===== src/rtl/dma_desc_err_pkg.sv =====
package dma_desc_err_pkg;

    typedef struct packed {
        logic nbytes;
        logic count;
        logic link;
        logic sg;
        logic src;
        logic dst;
    } err_flags_t;

    localparam int SIZE_CODE_W = 3;

    // Low-order byte-count bits that must be zero for a given size code.
    function automatic logic [3:0] size_mask(input logic [SIZE_CODE_W-1:0] code);
        logic [3:0] m;
        case (code)
            3'd0:    m = 4'b0000;
            3'd1:    m = 4'b0001;
            3'd2:    m = 4'b0011;
            3'd3:    m = 4'b1111;
            default: m = 4'b0000;
        endcase
        return m;
    endfunction

    function automatic logic size_code_legal(input logic [SIZE_CODE_W-1:0] code);
        return (code <= 3'd3);
    endfunction

endpackage


===== src/rtl/dma_size_rule.sv =====
module dma_size_rule
    import dma_desc_err_pkg::*;
#(
    parameter int NBYTES_W = 32
) (
    input  logic [SIZE_CODE_W-1:0] code_i,
    input  logic [NBYTES_W-1:0]    nbytes_i,
    output logic                   bad_o
);
    logic [3:0] mask;
    logic       misfit;

    always_comb begin
        mask   = size_mask(code_i);
        misfit = |(nbytes_i[3:0] & mask);
        bad_o  = misfit || !size_code_legal(code_i);
    end
endmodule


===== src/rtl/dma_count_rule.sv =====
module dma_count_rule #(
    parameter int CITER_W = 15
) (
    input  logic               check_i,
    input  logic [CITER_W-1:0] citer_i,
    input  logic               citer_link_i,
    input  logic               biter_link_i,
    output logic               count_bad_o,
    output logic               link_bad_o
);
    always_comb begin
        count_bad_o = check_i && (citer_i == '0);
        link_bad_o  = check_i && (citer_link_i != biter_link_i);
    end
endmodule


===== src/rtl/dma_sg_rule.sv =====
module dma_sg_rule #(
    parameter int ADDR_W   = 32,
    parameter int SG_ALIGN = 32
) (
    input  logic              sg_check_i,
    input  logic              sg_en_i,
    input  logic [ADDR_W-1:0] sg_addr_i,
    output logic              sg_bad_o
);
    localparam int ALIGN_BITS = $clog2(SG_ALIGN);

    always_comb begin
        sg_bad_o = sg_check_i && sg_en_i && (sg_addr_i[ALIGN_BITS-1:0] != '0);
    end
endmodule


===== src/rtl/dma_err_record.sv =====
module dma_err_record
    import dma_desc_err_pkg::*;
#(
    parameter int CHAN_W = 2
) (
    input  logic              clk,
    input  logic              rst_n,
    input  err_flags_t        new_i,
    input  logic [CHAN_W-1:0] chan_i,
    input  logic              clear_i,
    output err_flags_t        flags_o,
    output logic [CHAN_W-1:0] chan_o,
    output logic              valid_o
);
    typedef struct packed {
        logic              valid;
        logic [CHAN_W-1:0] chan;
        err_flags_t        flags;
    } rec_t;

    rec_t rec_d, rec_q;

    always_comb begin
        rec_d = rec_q;
        if (new_i != '0) begin
            rec_d.valid = 1'b1;
            rec_d.chan  = chan_i;
            rec_d.flags = new_i;
        end else if (clear_i) begin
            rec_d = '0;
        end
    end

    always_ff @(posedge clk or negedge rst_n) begin
        if (!rst_n) begin
            rec_q <= '0;
        end else begin
            rec_q <= rec_d;
        end
    end

    assign flags_o = rec_q.flags;
    assign chan_o  = rec_q.chan;
    assign valid_o = rec_q.valid;
endmodule


===== src/rtl/dma_desc_err_check.sv =====
module dma_desc_err_check
    import dma_desc_err_pkg::*;
#(
    parameter int CHAN_W   = 2,
    parameter int NBYTES_W = 32,
    parameter int CITER_W  = 15,
    parameter int ADDR_W   = 32,
    parameter int SG_ALIGN = 32
) (
    input  logic                   clk,
    input  logic                   rst_n,
    input  logic [CHAN_W-1:0]      chan_i,
    input  logic                   check_i,
    input  logic [NBYTES_W-1:0]    nbytes_i,
    input  logic [SIZE_CODE_W-1:0] src_size_i,
    input  logic [SIZE_CODE_W-1:0] dst_size_i,
    input  logic [CITER_W-1:0]     citer_i,
    input  logic                   citer_link_i,
    input  logic                   biter_link_i,
    input  logic                   sg_check_i,
    input  logic                   sg_en_i,
    input  logic [ADDR_W-1:0]      sg_addr_i,
    input  logic                   src_berr_i,
    input  logic                   dst_berr_i,
    input  logic                   clear_i,
    output logic                   err_nbytes_o,
    output logic                   err_count_o,
    output logic                   err_link_o,
    output logic                   err_sg_o,
    output logic                   err_src_o,
    output logic                   err_dst_o,
    output logic                   err_valid_o,
    output logic [CHAN_W-1:0]      err_chan_o
);
    localparam int NUM_SIDES = 2;

    logic [SIZE_CODE_W-1:0] side_code [NUM_SIDES];
    logic [NUM_SIDES-1:0]   side_bad;
    logic                   count_bad, link_bad, sg_bad;
    err_flags_t             new_err, rec_flags;

    assign side_code[0] = src_size_i;
    assign side_code[1] = dst_size_i;

    for (genvar s = 0; s < NUM_SIDES; s++) begin : g_side
        dma_size_rule #(.NBYTES_W(NBYTES_W)) u_size (
            .code_i   (side_code[s]),
            .nbytes_i (nbytes_i),
            .bad_o    (side_bad[s])
        );
    end

    dma_count_rule #(.CITER_W(CITER_W)) u_count (
        .check_i      (check_i),
        .citer_i      (citer_i),
        .citer_link_i (citer_link_i),
        .biter_link_i (biter_link_i),
        .count_bad_o  (count_bad),
        .link_bad_o   (link_bad)
    );

    dma_sg_rule #(.ADDR_W(ADDR_W), .SG_ALIGN(SG_ALIGN)) u_sg (
        .sg_check_i (sg_check_i),
        .sg_en_i    (sg_en_i),
        .sg_addr_i  (sg_addr_i),
        .sg_bad_o   (sg_bad)
    );

    always_comb begin
        new_err        = '0;
        new_err.nbytes = check_i && (|side_bad);
        new_err.count  = count_bad;
        new_err.link   = link_bad;
        new_err.sg     = sg_bad;
        new_err.src    = src_berr_i;
        new_err.dst    = dst_berr_i;
    end

    dma_err_record #(.CHAN_W(CHAN_W)) u_rec (
        .clk     (clk),
        .rst_n   (rst_n),
        .new_i   (new_err),
        .chan_i  (chan_i),
        .clear_i (clear_i),
        .flags_o (rec_flags),
        .chan_o  (err_chan_o),
        .valid_o (err_valid_o)
    );

    assign err_nbytes_o = rec_flags.nbytes;
    assign err_count_o  = rec_flags.count;
    assign err_link_o   = rec_flags.link;
    assign err_sg_o     = rec_flags.sg;
    assign err_src_o    = rec_flags.src;
    assign err_dst_o    = rec_flags.dst;
endmodule


===== config.mk =====
export PLATFORM = sky130hd
export DESIGN_NAME = dma_desc_err_check
export DESIGN_NICKNAME = d
export VERILOG_FILES = /design/src/rtl/dma_desc_err_pkg.sv /design/src/rtl/dma_size_rule.sv /design/src/rtl/dma_count_rule.sv /design/src/rtl/dma_sg_rule.sv /design/src/rtl/dma_err_record.sv /design/src/rtl/dma_desc_err_check.sv
export SDC_FILE = /design/constraint.sdc
export NUM_CORES = 1
export LEC_CHECK = 0
export BUFFER_PORTS_ARGS = -buffer_cell sky130_fd_sc_hd__buf_2
export CORE_AREA = 8 8 58 60
export CTS_CLUSTER_SIZE = 30
export DETAILED_ROUTE_END_ITERATION = 10
export DIE_AREA = 0 0 66 68
export GPL_TIMING_DRIVEN = 0
export PLACE_DENSITY = 0.83
export SYNTH_ARGS = -nofsm -noshare
export SYNTH_HDL_FRONTEND = slang
export SYNTH_HIERARCHICAL = 1
export SYNTH_SLANG_ARGS = --single-unit

===== constraint.sdc =====
create_clock -name clk -period 0.8 [get_ports clk]
set_input_delay 0.24 -clock clk [delete_from_list [all_inputs] [get_ports clk]]
set_output_delay 0.24 -clock clk [all_outputs]
set_load 0.01 [all_outputs]

**Word-level counts from Yosys, hierarchy flattened**

Cells that the tools add are included.

- Bits in registers: 9
- Memories kept: 0
- RAM bits: 0
- Input port bits: 97
- Output and inout port bits: 9
- Word-level logic and storage cells: 39
- Bits in read-only memories: 0
- Bits in latches: 0

- Divide/modulo/power cells: 0
- Bitwise logic cells: 2
- Magnitude comparators: 2
- Eq/ne operators: 7
- Add/sub/neg operators: 0
- Shifts and indexed selects: 0
- Multiplexer cells: 4
- Multiply operators: 0
- Reduce and logical (&&, ||, !) cells: 16

Operators by type and width:

| kind | number |
|---|---|
| $pmux W4 S3 | 2 |
| $mux W9 | 2 |
| $logic_not A15 Y1 | 1 |
| $eq A3 B2 Y1 const B | 4 |
| $and A4 B4 Y4 | 2 |
| $reduce_or A4 Y1 | 2 |
| $eq A3 B1 Y1 const B | 2 |
| $le A3 B2 Y1 const B | 2 |
| $reduce_bool A6 Y1 | 1 |
| $logic_and A1 B1 Y1 | 5 |
| $reduce_bool A5 Y1 | 1 |
| $logic_not A1 Y1 | 2 |
| $logic_or A1 B1 Y1 | 2 |
| $reduce_bool A2 Y1 | 1 |
| $reduce_or A2 Y1 | 1 |
| $ne A1 B1 Y1 | 1 |

**Longest topological paths before layout**

- Depth in word-level cells: 9
- Depth in mapped cells: 7
- Gate-level depth less buffers: 6

**Cells and area by module**

Netlist, hierarchy kept.

Modules (own cells, without submodules):

| module | area each (um2) | seq. area each (um2) | instances | cells an instance |
|---|---|---|---|---|
| dma_err_record | 357.8 | 225.2 | 1 | 27 |
| dma_count_rule | 57.6 | 0.0 | 1 | 7 |
| dma_size_rule | 22.5 | 0.0 | 2 | 4 |
| dma_sg_rule | 16.3 | 0.0 | 1 | 2 |
| dma_desc_err_check | 7.5 | 0.0 | 1 | 1 |

**Worst setup path after synthesis**

No wires, ideal clock.

- Kind: in2reg
- Start point: in sg_addr_i[3]
- End point: reg u_rec.rec_q, in the netlist u_rec/chan_o[0]
- Cell stages on the path: 5
- Slack: -0.759 ns
- Arrival: 1.432 ns
- Required time: 0.673 ns
- Cells stage by stage: or3_1 > o311a_1 > nor2_1 > nand3_2 > mux2_1

RTL lines:

| what | line | source |
|---|---|---|
| from (decl) | dma_desc_err_check.sv:22 | `input logic [ADDR_W-1:0] sg_addr_i,` |
| to (signal assigned) | dma_err_record.sv:38 | `rec_q <= rec_d;` |
| to (decl) | dma_err_record.sv:21 | `rec_t rec_d, rec_q;` |

==> qor_table.md <==
| Step | Parameter | This run |
|---|---|---|
| timing | Final Max Slew Viols | 0 |
| cells and area | Filler Cell Count | 287 |
| logic synthesis | Average cell area after synthesis | 10.8 sq um |
| grt | Global router's overall resource usage | 0.0854 |
| logic synthesis | Total number of yosys warnings | 6 |
| timing | Maximum clock rate | 705 MHz |
| cells and area | Share of cells above drive strength 1 | 0.606 |
| grt | Maximum number of pins on one net before global-route repair | 10 |
| clock tree | Clock tree from TritonCTS | yes |
| power and ir drop | Switching fraction of total power | 0.258 |
| logic synthesis | Share of the synthesized area in the top cell type | 0.465 |
| timing | Final Hold Vio Count | 0 |
| grt | Via count of the first global-routing pass | 686 |
| job | Max-capacitance violation count | 0 |
| clock tree | Clock tree buffer depth | 2 |
| power and ir drop | Worst ir drop on vdd | 0.475 mV |
| clock tree | Worst-Skew Late Latency | 260 ps |
| outcome | Violated checks | setup timing |
| placement | Worst-case setup slack after placement | -965 ps |
| cells and area | Sequential Area | 225 sq um |
| clock tree | Number of buffers inserted during clock tree synthesis | 3 |
| cells and area | Final net count | 207 |
| timing | Post-Route Skew | 0 ps |
| timing | Setup repair after global routing missed its margin | yes |
| clock tree | CTS HTree Levels | 1 |
| clock tree | CTS root buffer | sky130_fd_sc_hd__clkbuf_4 |
| power and ir drop | Power per cell area | 1270 mW/mm^2 |
| detailed routing | Vias after detailed routing | 604 |
| placement | Placed Cells incl. Taps | 126 |
| timing | Final number of setup-violating endpoints | 18 |
| timing | Final critical-path share of the clock period | 1.77 |
| setup path | Worst Setup Path Type | in2reg |
| setup path | Worst endpoint data arrival time | 1560 ps |
| floorplan | Die area | 0.00449 sq mm |
| logic synthesis | Number of distinct library cell variants in the gate-level netlist after synthesis | 20 |
| timing | Worst Slack Setup Final | -618 ps |
| detailed routing | Post-Route WL | 1800 microns |
| detailed routing | Post-detailed-route count of antenna-violating nets | 0 |
| placement | Area after DPL | 773 sq um |
| power and ir drop | Relative contribution of the clock network to total power | 0.315 |
| detailed routing | DRC | 0 |
| floorplan | Core Rows | 19 |
| power and ir drop | Net load switching power | 0.000295 W |
| timing | Clock period minus final worst setup slack | 1420 ps |
| hold path | Worst hold-check path type | in2reg |
| cells and area | Synthesis-to-layout area growth | 86.8% |
| floorplan | Total I/O pin count | 106 |
| grt | Initial antenna violation count | 0 |
| setup path | Data required, critical path | 950 ps |
| power and ir drop | Combinational share of power | 0.254 |
| placement | Input/output buffers | 50 |
| detailed routing | Detailed Routing Iterations Pass 1 | 2 |
| logic synthesis | Syn Nets | 142 |
| setup path | Nature of the critical path endpoint | flip-flop |
| clock tree | Sink Count | 9 |
| setup path | Largest fanout on the critical path | 3 |
| clock tree | Register clock-pin slew on the reported worst setup and hold paths | 60 ps |
| power and ir drop | Internal power consumption | 0.000850 W |
| detailed routing | Number of DRC markers after the initial detailed-route iteration | 4 |
| outcome | Run status | finished, violations left |
| setup path | Startpoint types | input pin |
| logic synthesis | Post-synthesis instance area | 484 sq um |
| setup path | Register-to-Register Setup Slack | -110 ps |
| floorplan | Initial Util | 0.189 |
| power and ir drop | Overall power after layout | 0.00114 W |
| detailed routing | Wire length per cell after detailed routing | 12.9 microns |
| logic synthesis | Instance count of the mapped netlist | 45 |
| cells and area | Area of combinational cells with multiple inputs | 246 sq um |
| floorplan | Vertical extent of the die | 68 microns |
| floorplan | Core box area | 0.00257 sq mm |
| logic synthesis | Cell types with the largest area share after synthesis | sky130_fd_sc_hd__dfrtp_1 47%, sky130_fd_sc_hd__a21o_1 11%, sky130_fd_sc_hd__mux2_1 4.7% |
| placement | Final GP Congestion | 0.869 |
| logic synthesis | Sequential-to-total area share from yosys stat | 0.465 |
| detailed routing | Avg Vias per Cell | 4.31 |
| timing | Max-Slew Margin vs Limit | 0.861 |
| logic synthesis | Largest area contributor in the synthesized netlist | sky130_fd_sc_hd__dfrtp_1 |
| cells and area | Layout Cells excl Fill | 140 |
| grt | Global-route wire length before repair | 3010 microns |
| logic synthesis | Flops & latches, synth | 9 |
| cells and area | # diodes | 0 |
| timing | Tightest Pin Transition | 207 ps |
| power and ir drop | Leakage power | 0.497 nW |
| floorplan | Width of the chip | 66 microns |
| cells and area | Post-route standard cell area excluding fillers | 905 sq um |
| placement | Estimated wirelength of the detail-placed design | 1510 microns |
| power and ir drop | Proportion of power drawn by flip-flops and latches | 0.430 |
| grt | Total congestion overflow after global routing | 0 |
[flip-flops by register name, summed over array words and instances (netlist names)]
signal and flops:
u_rec/valid_o 1, u_rec/flags_o 6, u_rec/chan_o 2
[cells by family after synthesis]
kind of cell	share of synthesized area
xor+xnor	0.0181
simple gates	0.222
mux	0.0465
flops	0.465
buf+inv	0.0310
compound gates	0.217
[through the flow]
step | utilization | setup TNS (ps) | hold slack (ps)
floorplan | - | -6200 | -55.6
global placement | 0.301 | -7910 | 103
detailed placement | 0.301 | -7990 | 107
CTS | 0.330 | -7270 | 168
global route | 0.352 | -7790 | 165
finish | 0.352 | -7090 | 172
[worst paths after layout]
check / startpoint / to / cells after the start
max in group asynchronous: rst_n / u_rec/flags_o[0] / 2
hold reg to reg: u_rec/valid_o / u_rec/valid_o / 1
min in group asynchronous: rst_n / u_rec/flags_o[3] / 2
hold / removal: src_berr_i / u_rec/flags_o[1] / 2
setup / recovery: sg_addr_i[3] / u_rec/chan_o[0] / 6
setup reg to reg: u_rec/chan_o[0] / u_rec/chan_o[0] / 2
[layout by cell type (no fill, tap or decap), drive strengths merged, types with 3 or more instances in the layout]
cell     n
nand3    3
clkbuf   4
dfrtp    9
a21o     7
buf     60
nor4     3
nor2     3
[synthesized netlist by cell type (all sizes together)]
cell    number
nor4         3
mux2         2
xor2         1
and4         2
a21oi        2
nor2         3
a21o         7
o21ai        2
nor4b        1
inv          1
o311a        1
and2         1
or3          1
o21a         1
dfrtp        9
nand3        3
buf          1
nor2b        2
o211ai       2
[power by group through the flow]
| stage | sequential, W | combinational, W | clock (W) |
|---|---|---|---|
| floorplan | 0.000512 | 0.0000686 | 0 |
| global placement | 0.000499 | 0.000232 | 0 |
| detailed placement | 0.000499 | 0.000239 | 0 |
| CTS | 0.000490 | 0.000266 | 0.000377 |
| global route | 0.000494 | 0.000323 | 0.000412 |
| finish | 0.000492 | 0.000291 | 0.000361 |
[worst max-delay path, cell delays in order]
cell and delay [ps]:
sky130_fd_sc_hd__buf_6 90, sky130_fd_sc_hd__or3_1 350, sky130_fd_sc_hd__o311a_1 330, sky130_fd_sc_hd__nor2_2 120
sky130_fd_sc_hd__nand3_2 120, sky130_fd_sc_hd__mux2_1 320
[timing repair]
action / in CTS / in global routing
endpoints found under the hold margin: 9 / 0
hold buffers: 1 / 0
resized for setup: 2 / 3
setup endpoints to repair: 18 / 18
pin swaps: 2 / 1
buffers inserted: 4 / 5
[metal layers]
metal	routed length [microns]	vias up	track usage	part of all wire
met5	0	-	0	0
met4	14	0	0.0400	0.0078
met3	268	2	0.0540	0.15
met2	875	32	0.146	0.49
met1	641	272	0.0795	0.36
li1	-	298	-	-
[area by class of cell]
type | instances | share of cell area
buffer | 1 | 0.0124
clock buffer | 4 | 0.0290
inverter | 1 | 0.00415
tap | 31 | 0.0429
timing repair buffer | 60 | 0.390
sequential | 9 | 0.249
multi-input combinational | 34 | 0.272
Power figures use the tool's default switching activity.
